## src/rtl/bag_pkg.sv

```systemverilog
package bag_pkg;

   typedef struct packed {
      logic polarity;
      logic enable;
   } bag_ctrl_t;

   function automatic int unsigned bag_sel_width(input int unsigned nr);
      return $clog2(2 * nr + 1);
   endfunction

endpackage

```

## src/rtl/bag_cfg_regs.sv

```systemverilog
module bag_cfg_regs
   import bag_pkg::*;
#(
   parameter int unsigned ADDR_W     = 32,
   parameter int unsigned NUM_RANGES = 2,
   localparam int unsigned SEL_W     = bag_sel_width(NUM_RANGES),
   localparam int unsigned CTRL_SEL  = 2 * NUM_RANGES
) (
   input  logic                             clk,
   input  logic                             rst_n,
   input  logic                             we,
   input  logic [SEL_W-1:0]                 sel,
   input  logic [ADDR_W-1:0]                wdata,
   output logic [NUM_RANGES-1:0][ADDR_W-1:0] lo_q,
   output logic [NUM_RANGES-1:0][ADDR_W-1:0] hi_q,
   output bag_ctrl_t                        ctrl_q
);

   for (genvar g = 0; g < NUM_RANGES; g++) begin : g_bound
      localparam int unsigned LO_SEL = 2 * g;
      localparam int unsigned HI_SEL = 2 * g + 1;

      always_ff @(posedge clk or negedge rst_n) begin
         if (!rst_n) begin
            lo_q[g] <= '0;
         end else if (we && (sel == SEL_W'(LO_SEL))) begin
            lo_q[g] <= wdata;
         end
      end

      always_ff @(posedge clk or negedge rst_n) begin
         if (!rst_n) begin
            hi_q[g] <= '0;
         end else if (we && (sel == SEL_W'(HI_SEL))) begin
            hi_q[g] <= wdata;
         end
      end
   end

   always_ff @(posedge clk or negedge rst_n) begin
      if (!rst_n) begin
         ctrl_q <= '0;
      end else if (we && (sel == SEL_W'(CTRL_SEL))) begin
         ctrl_q.enable   <= wdata[0];
         ctrl_q.polarity <= wdata[1];
      end
   end

endmodule

```

## src/rtl/bag_window.sv

```systemverilog
module bag_window #(
   parameter int unsigned ADDR_W = 32
) (
   input  logic [ADDR_W-1:0] lo,
   input  logic [ADDR_W-1:0] hi,
   input  logic [ADDR_W-1:0] addr,
   output logic              active,
   output logic              hit
);

   logic above_lo;
   logic below_hi;

   always_comb begin
      active   = (lo < hi);
      above_lo = (addr >= lo);
      below_hi = (addr < hi);
      hit      = active && above_lo && below_hi;
   end

endmodule

```

## src/rtl/bag_decide.sv

```systemverilog
module bag_decide #(
   parameter int unsigned           CODE_W      = 4,
   parameter logic [CODE_W-1:0]     RIGHTS_CODE = CODE_W'(2)
) (
   input  logic              in_range,
   input  logic              enable,
   input  logic              polarity,
   input  logic              is_write,
   output logic              wr_ok,
   output logic              fault,
   output logic [CODE_W-1:0] code
);

   logic protected_zone;

   always_comb begin
      protected_zone = enable && (in_range ^ polarity);
      wr_ok          = !protected_zone;
      fault          = protected_zone && is_write;
      code           = fault ? RIGHTS_CODE : '0;
   end

endmodule

```

## src/rtl/bare_access_guard.sv

```systemverilog
module bare_access_guard
   import bag_pkg::*;
#(
   parameter int unsigned ADDR_W     = 32,
   parameter int unsigned NUM_RANGES = 2,
   parameter int unsigned CODE_W     = 4,
   parameter int unsigned RIGHTS_VAL = 2,
   localparam int unsigned SEL_W     = bag_sel_width(NUM_RANGES)
) (
   input  logic              clk,
   input  logic              rst_n,
   input  logic              cfg_we,
   input  logic [SEL_W-1:0]  cfg_sel,
   input  logic [ADDR_W-1:0] cfg_wdata,
   input  logic [ADDR_W-1:0] acc_addr,
   input  logic              acc_write,
   output logic              perm_rd,
   output logic              perm_ex,
   output logic              perm_wr,
   output logic              fault_valid,
   output logic [CODE_W-1:0] fault_code
);

   if (ADDR_W < 8 || ADDR_W > 64) begin : g_bad_aw
      $error("bare_access_guard: ADDR_W out of range");
   end
   if (NUM_RANGES < 1 || NUM_RANGES > 16) begin : g_bad_nr
      $error("bare_access_guard: NUM_RANGES out of range");
   end
   if (RIGHTS_VAL == 0 || RIGHTS_VAL >= (1 << CODE_W)) begin : g_bad_code
      $error("bare_access_guard: RIGHTS_VAL must be nonzero and fit CODE_W");
   end

   logic [NUM_RANGES-1:0][ADDR_W-1:0] lo_q;
   logic [NUM_RANGES-1:0][ADDR_W-1:0] hi_q;
   bag_ctrl_t                         ctrl_q;
   logic [NUM_RANGES-1:0]             win_active;
   logic [NUM_RANGES-1:0]             win_hit;
   logic                              any_hit;

   bag_cfg_regs #(
      .ADDR_W     (ADDR_W),
      .NUM_RANGES (NUM_RANGES)
   ) u_regs (
      .clk    (clk),
      .rst_n  (rst_n),
      .we     (cfg_we),
      .sel    (cfg_sel),
      .wdata  (cfg_wdata),
      .lo_q   (lo_q),
      .hi_q   (hi_q),
      .ctrl_q (ctrl_q)
   );

   for (genvar g = 0; g < NUM_RANGES; g++) begin : g_win
      bag_window #(
         .ADDR_W (ADDR_W)
      ) u_win (
         .lo     (lo_q[g]),
         .hi     (hi_q[g]),
         .addr   (acc_addr),
         .active (win_active[g]),
         .hit    (win_hit[g])
      );
   end

   assign any_hit = |win_hit;

   bag_decide #(
      .CODE_W      (CODE_W),
      .RIGHTS_CODE (CODE_W'(RIGHTS_VAL))
   ) u_decide (
      .in_range (any_hit),
      .enable   (ctrl_q.enable),
      .polarity (ctrl_q.polarity),
      .is_write (acc_write),
      .wr_ok    (perm_wr),
      .fault    (fault_valid),
      .code     (fault_code)
   );

   assign perm_rd = 1'b1;
   assign perm_ex = 1'b1;

endmodule

```

## config.mk

```make
export PLATFORM = sky130hd
export DESIGN_NAME = bare_access_guard
export DESIGN_NICKNAME = d
export VERILOG_FILES = /design/src/rtl/bag_pkg.sv /design/src/rtl/bag_cfg_regs.sv /design/src/rtl/bag_window.sv /design/src/rtl/bag_decide.sv /design/src/rtl/bare_access_guard.sv
export SDC_FILE = /design/constraint.sdc
export NUM_CORES = 1
export LEC_CHECK = 0
export ABC_AREA = 1
export BUFFER_PORTS_ARGS = -buffer_cell sky130_fd_sc_hd__buf_4
export CORE_AREA = 2 2 103 180
export CTS_CLUSTER_SIZE = 8
export DETAILED_ROUTE_END_ITERATION = 7
export DIE_AREA = 0 0 105 182
export PLACE_DENSITY = 0.71
export SYNTH_ARGS = -nofsm -noshare
export SYNTH_HDL_FRONTEND = slang
export SYNTH_SLANG_ARGS = --single-unit
```

## constraint.sdc

```tcl
create_clock -name clk -period 2.9 [get_ports clk]
set_clock_uncertainty 0.05 [all_clocks]
set_input_delay 0.725 -clock clk [delete_from_list [all_inputs] [get_ports clk]]
set_output_delay 0.725 -clock clk [all_outputs]
set_load 0.1 [all_outputs]
```

==> results.md, run 1 <==
* Min Hold Slack at about 0.26 ns
* Area growth from synthesis to layout at 23.73%
* Initial antenna violation count at 0
* Number of global-route vias before repair at ~8,300
* Final setup vio count at 3
* Setup Total Neg Slack at -1.392 ns
* Yosys top cell by area: dfrtp_1
* Design Area, Final at 11,800 µm²
* Mapped Cells at roughly 1,200
* Reg2reg end: u_regs.lo_q[5]
* Worst Max-Slew Pin Slew at ~0.7 ns
* Met2 usage at 0.5023
* #FFs+latches synth at 130
* Crit Path Max Fanout at 2
* Netlist Area Pre-Place at between 9000 and 10,000 µm²
* Worst R2R Path Depth at 3
* Die area at roughly 19,000 µm²
* Largest net degree at the start of global routing at 65
* Finished Core Util at 0.6656
* DR WL/cell at 15.15 µm
* H-tree depth at 4
* Routing usage on met3 at 0.03159
* Critical path launch point: u_regs.hi_q[37]
* Min cycle time layout at around 3.4 ns
* Initial Utilization at 0.5379
* Met1 Usage GRT at 0.2667
* Type of origin of the critical path: flop
* Rows at 65
* Remaining antenna violation count after routing at 0
* Post-synth cell types at 27
* Synth area leaders: dfrtp_1, ha_1, nand2_1
* Die width at 105 µm
* Worst setup path endpoint: fault_valid
* Most Used Layer, Global Route: met2
* Placed insts at about 1,500
* Hold_buf cts at 0
* Clock root buffer: clkbuf_16
* Io pins at 79
* Vias at about 8,300
* Layout net count at between 1,500 and 2,000
* Total power at between 7 and 8 mW
* Height of the die at 182 µm
* WP data arrival at approximately 2.6 ns
* DR DRC count at 0
* Min-Delay Path Class: input pin to async pin
* Run status: finished with violations
* Reg2reg start: u_regs.lo_q[5]
* RSZ-0062 raised after global routing: true
* Critical path class: flop to output port
* Fin cells at between 1,500 and 2,000
* Clock sink count at 130
* Crit end category: output port
* Antenna cells at 0
* Global-route wire length before repair at between 30 and 40 mm
* Worst IR drop on VDD at approximately 0.0004 V
* Clk_lat worst skew at between 0.4 and 0.5 ns
* Register area share after synthesis at 0.3411
* F_max at 296.6 MHz
* WL final at between 20 and 25 mm
* Pre-antenna DRT Iters at 5
* CTS tree: done
* RePlAce Congestion at 0.9052
* Placed Area at 10,700 µm²
* Fin worst setup slack at -0.4717 ns
* Initial drt markers at ~350
* Synth top area share at 0.3411
* Synth warnings at 0
* Share of cells above drive strength 1 at 0.1867
* Power Density at approximately 650 nW/µm²
* Final period util at 1.163
* Fin. max-slew vios at 0
* Clk buf depth at 2
* Core Box Area at 17,730 µm²
* Inserted Clock Buffers at 17
* Final Hold Fails at 0
* CP Data Required Time at roughly 2.1 ns
* Failing checks: setup timing
* Tot GR Track Use at 0.2571
* Synthesized area per cell at 7.722 µm²
* PortBufs at 73
* Slew HR at 0.5329
* DPL Wire Length at about 18 mm
* Post-DR vias/cell at 5.217
* Max capacitance violation total at 0
* Worst slack at placement at -0.6519 ns
* Total gr overflow at 0
* Static Leakage at around 6.2 nW
* Clk slew on worst S/H paths at ~0.060 ns
* Setup slack, reg-to-reg at between 1.5 and 2 ns
[kinds of logic after synthesis]
| family | share of synthesized area |
|---|---|
| compound gates | 0.1290 |
| fa+ha+maj | 0.2467 |
| other cells | 0.0007875 |
| buf+inv | 0.09801 |
| flops | 0.3411 |
| simple gates | 0.1845 |
[state kept, by name, summed over array words and instances (netlist names)]
name           flops
u_regs.hi_q       64
u_regs.ctrl_q      2
u_regs.lo_q       64
[report_power, final]
group | switching (mW) | internal, mW
registers | 0.263 | 2.16
logic | 1.66 | 1.23
clock network | 0.863 | 1.45
total | 2.78 | 4.83
[area by class of cell]
class,count,area (µm²)
tap,234,292.8
timing repair buffer,110,892.1
sequential,130,3254
inverter,213,802.0
clock inverter,15,205.2
clock buffer,17,425.4
fill,1554,5929
multi-input combinational,865,5928
[cells in the final DEF, fill, tap and decap left out, types with 5 or more instances in the layout]
| master | n |
|---|---|
| a21oi_1 | 64 |
| a21oi_2 | 11 |
| buf_12 | 5 |
| buf_4 | 104 |
| clkbuf_16 | 17 |
| conb_1 | 5 |
| dfrtp_1 | 129 |
| ha_1 | 157 |
| ha_4 | 31 |
| inv_1 | 198 |
| inv_2 | 14 |
| nand2_1 | 309 |
| nand2_2 | 27 |
| nand3_1 | 15 |
| nand3_2 | 6 |
| nand4_1 | 7 |
| nor2_1 | 45 |
| nor2_2 | 8 |
| nor3_2 | 5 |
| o21a_1 | 7 |
| o21ai_0 | 138 |
| o21ai_1 | 9 |
[metal layers]
layer	up-vias	part of all wire	wire, µm
li1	4181	-	-
met1	3832	0.37	8882
met2	184	0.56	13480
met3	66	0.030	710
met4	0	0.039	925
met5	-	0	0
[cells in the mapped netlist, drive strengths merged]
cell type,n
o21ai,147
inv,213
o21bai,1
and2,1
nand3,22
nor2,55
nand4,7
nand2,336
and3,3
nor3,9
ha,188
a21oi,77
o21a,7
nor4,1
conb,2
a21o,3
clkbuf,24
a31oi,3
dfrtp,130
buf,6
[what timing repair did]
action                     in CTS  in global routing
pin swaps                      12                 42
setup endpoints to repair       3                  3
setup buffers                   1                  8
resized for setup              19                 64
cloned                          0                  0
[worst max-delay path, cell delays in order (launching register included)]
cell and delay (ns):
dfrtp_1 0.39, inv_2 0.07, buf_6 0.09, ha_4 0.19, a21oi_2 0.12, nor2_1 0.05
nor3_1 0.17, nand2_1 0.15, nand2_1 0.11, nand2_2 0.07, a21oi_2 0.15, nand2_2 0.08
nand3_2 0.09, nand3_4 0.07, nor2_4 0.18, buf_12 0.20
[worst min path at each step]
stage / start / depth (start not counted) / end
after detailed placement: u_regs.hi_q[46] / 2 / u_regs.hi_q[46]
after global placement: u_regs.hi_q[1] / 2 / u_regs.hi_q[1]
after floorplan: rst_n / 0 / u_regs.ctrl_q[0]
final: rst_n / 1 / u_regs.lo_q[47]
after global routing: rst_n / 1 / u_regs.lo_q[47]
after CTS: rst_n / 1 / u_regs.lo_q[47]
No activity file was read; power rests on OpenSTA's default activity.
==> inputs of run 2 (changes only) <==
--- a/config.mk
+++ b/config.mk
@@ -7,11 +7,12 @@
 export LEC_CHECK = 0
 export ABC_AREA = 1
 export BUFFER_PORTS_ARGS = -buffer_cell sky130_fd_sc_hd__buf_4
-export CORE_AREA = 2 2 103 180
+export CORE_AREA = 2 2 106 184
 export CTS_CLUSTER_SIZE = 8
 export DETAILED_ROUTE_END_ITERATION = 7
-export DIE_AREA = 0 0 105 182
+export DIE_AREA = 0 0 108 186
 export PLACE_DENSITY = 0.71
 export SYNTH_ARGS = -nofsm -noshare
 export SYNTH_HDL_FRONTEND = slang
+export SYNTH_HIERARCHICAL = 1
 export SYNTH_SLANG_ARGS = --single-unit
==> results.md, run 2 <==
* Clk buf depth at 2 (unchanged)
* Sw Share at 0.3756 (+0.01028)
* Combinational Power Share at 0.400 (+0.021)
* Cell chain of the critical path: inv_2 > ha_4 > nand2_4 > nor2_2 > and2_1 > nor2_1 > nand2_2 > nand2_2 > nand2_2 > nand2_1 > nand2_1 > nand3_2 > nor2_2 > inv_2 > nand2_4 > nand2_2 > nand2_2 > nor3_4 > buf_12
* F_max at 279.1 MHz (-5.9%)
* Met1 Usage GRT at 0.3187 (+0.05198)
* Initial Utilization at 0.5403 (+0.002440)
* Initial antenna violation count at 0 (unchanged)
* CP Data Required Time at 2.12 ns (about the same)
* Buf/Inv on CP at 3 (unchanged)
* Biggest regs: u_regs/hi_q (64), u_regs/lo_q (64), u_regs/ctrl_q (2)
* Clock sink count at 130 (unchanged)
* Reg2reg end: u_regs/lo_q[39]
* Type of origin of the critical path: flop
* Remaining antenna violation count after routing at 0 (unchanged)
* Initial drt markers at 368 (+5.4%)
* Final setup vio count at 3 (unchanged)
* Reg2reg start: u_regs/lo_q[39]
* Internal at 4.859 mW (+0.55%)
* Netlist Area Pre-Place at 10,040 µm² (+5.3%)
* Worst Max-Slew Pin Slew at 0.8607 ns (+0.1600 ns)
* Pre-antenna DRT Iters at 7 (+2)
* Worst R2R Path Depth at 4 (+1)
* Height of the die at 186 µm (+2.2%)
* Crit Path Max Fanout at 3 (+1)
* Failing checks: setup timing
* Core Box Area at 18,580 µm² (+4.8%)
* Static Leakage at 6.601 nW (+6.6%)
* Tot GR Track Use at 0.2886 (+0.03145)
* DPL Wire Length at 20.30 mm (+15%)
* Setup slack, reg-to-reg at 1.96 ns (about the same)
* Share of cells above drive strength 1 at 0.2006 (+0.01389)
* Slew HR at 0.4242 (-0.1087)
* Synthesized area per cell at 7.629 µm² (-1.2%)
* Commonest non-fill, non-tap cell in the layout: nand2_1
* Power Density at 633.0 nW/µm² (-1.9%)
* Final Hold Fails at 0 (unchanged)
* Number of global-route vias before repair at 9,079 (+9.1%)
* Antenna cells at 0 (unchanged)
* Crit end category: output port
* Setup Total Neg Slack at -2.007 ns (-0.6143 ns)
* Clk_lat worst skew at 0.42 ns (about the same)
* Clk slew on worst S/H paths at 0.06 ns (about the same)
* Io pins at 79 (unchanged)
* Worst IR drop on VDD at 0.0003511 V (-13%)
* CP most frequent cell: nand2_2
* Critical path class: flop to output port
* Most frequent cells in the layout: nand2_1, ha_1, inv_1
* Max capacitance violation total at 0 (unchanged)
* CP max-delay cell: dfrtp_1
* Layout net count at 1,687 (+5.7%)
* Clock Power Share at 0.289 (-0.014)
* Min cycle time layout at 3.583 ns (+0.2113 ns)
* Min Hold Slack at 0.2113 ns (-0.05187 ns)
* Run status: finished with violations
* Max incr delay on CP at 0.41 ns (+0.02 ns)
* Sequential Power Share at 0.311 (-0.007)
* Min-Delay Path Class: input pin to async pin
* DR WL/cell at 16.51 µm (+9.0%)
* Rows at 66 (+1.5%)
* Finished Core Util at 0.6617 (-0.003877)
* Largest net degree at the start of global routing at 66 (+1.5%)
* CTS tree: done
* Area growth from synthesis to layout at 22.46%
* Global-route wire length before repair at 44.41 mm (+15%)
* RSZ-0062 raised after global routing: true
* Worst slack at placement at -0.8230 ns (-0.1712 ns)
* Fin worst setup slack at -0.6830 ns (-0.2113 ns)
* Met2 usage at 0.5263 (+0.02395)
* Most Used Layer, Global Route: met2
* Fin. max-slew vios at 0 (unchanged)
* Die area at 20,090 µm² (+5.1%)
* Total gr overflow at 0 (unchanged)
* PortBufs at 73 (unchanged)
* Die width at 108 µm (+2.9%)
* Vias at 9,014 (+9.1%)
* Routing usage on met3 at 0.03641 (+0.004828)
* Post-DR vias/cell at 5.369 (+2.9%)
* H-tree depth at 4 (unchanged)
* CP top delay family: simple AND/OR/NAND/NOR gates
* DR DRC count at 0 (unchanged)
* WL final at 27.72 mm (+15%)
* Total power at 7.782 mW (+2.2%)
* Hold_buf cts at 0 (unchanged)
* Synth warnings at 6 (+6)
* RePlAce Congestion at 0.8904 (-1.6%)
* Final period util at 1.236 (+0.07287)
* Inserted Clock Buffers at 17 (unchanged)
* Mapped Cells at 1,316 (+6.6%)
* WP data arrival at 2.81 ns (+0.21 ns)
* Clock root buffer: clkbuf_16
* Psw at 2.923 mW (+5.1%)
## run 2: repair_timing
action / CTS / global route
setup buffers: 4 / 10
pin swaps: 13 / 34
resized for setup: 21 / 60
setup endpoints to repair: 3 / 3
## run 2: stage by stage
step | cells | cell area [µm²]
final | 1679 | 12290
after global routing | 1679 | 12290
after global placement | 1634 | 11340
after floorplan | 1319 | 10450
after CTS | 1670 | 12050
after detailed placement | 1634 | 11340
## run 2: power groups by stage
stage               combinational, mW  sequential, mW  clock [mW]
global route                     3.53            2.46        2.35
detailed placement               2.85            2.44           0
finish                           3.11            2.42        2.25
CTS                              2.95            2.41        2.29
global placement                 2.74            2.43           0
floorplan                        1.97            2.36           0
## run 2: per-layer routing
| layer | vias to the layer above | part of all wire |
|---|---|---|
| met5 | - | 0 |
| met4 | 0 | 0.047 |
| met3 | 72 | 0.041 |
| met2 | 239 | 0.54 |
| met1 | 4235 | 0.37 |
| li1 | 4468 | - |
## run 2: area by class of cell
cell class	count	area, µm²
multi-input cells	976	6434
fillers	1629	6286
flip-flops and latches	130	3253
repair buffers	130	1049
inverters	173	649.4
clock buffers	20	456.7
well taps	238	297.8
clock inverters	12	155.1
## run 2: worst max-delay path by stage
stage                     depth (start not counted)             from  slack, ns            end
after floorplan                                  17      acc_addr[5]      -0.80  fault_code[1]
after global placement                           17      acc_addr[5]      -0.80        perm_wr
after detailed placement                         18      acc_addr[1]      -0.82    fault_valid
after CTS                                        16  u_regs/hi_q[62]      -0.81  fault_code[1]
after global routing                             19  u_regs/lo_q[39]      -0.77  fault_code[1]
final                                            19  u_regs/lo_q[35]      -0.68    fault_valid
## run 2: worst reg2reg max path: cells and delay by family, from the launching register on
| family | cells | cell delay, ns |
|---|---|---|
| AND/OR/NAND/NOR | 2 | 0.10 |
| flip-flops | 1 | 0.41 |
| buffers and inverters | 2 | 0.27 |
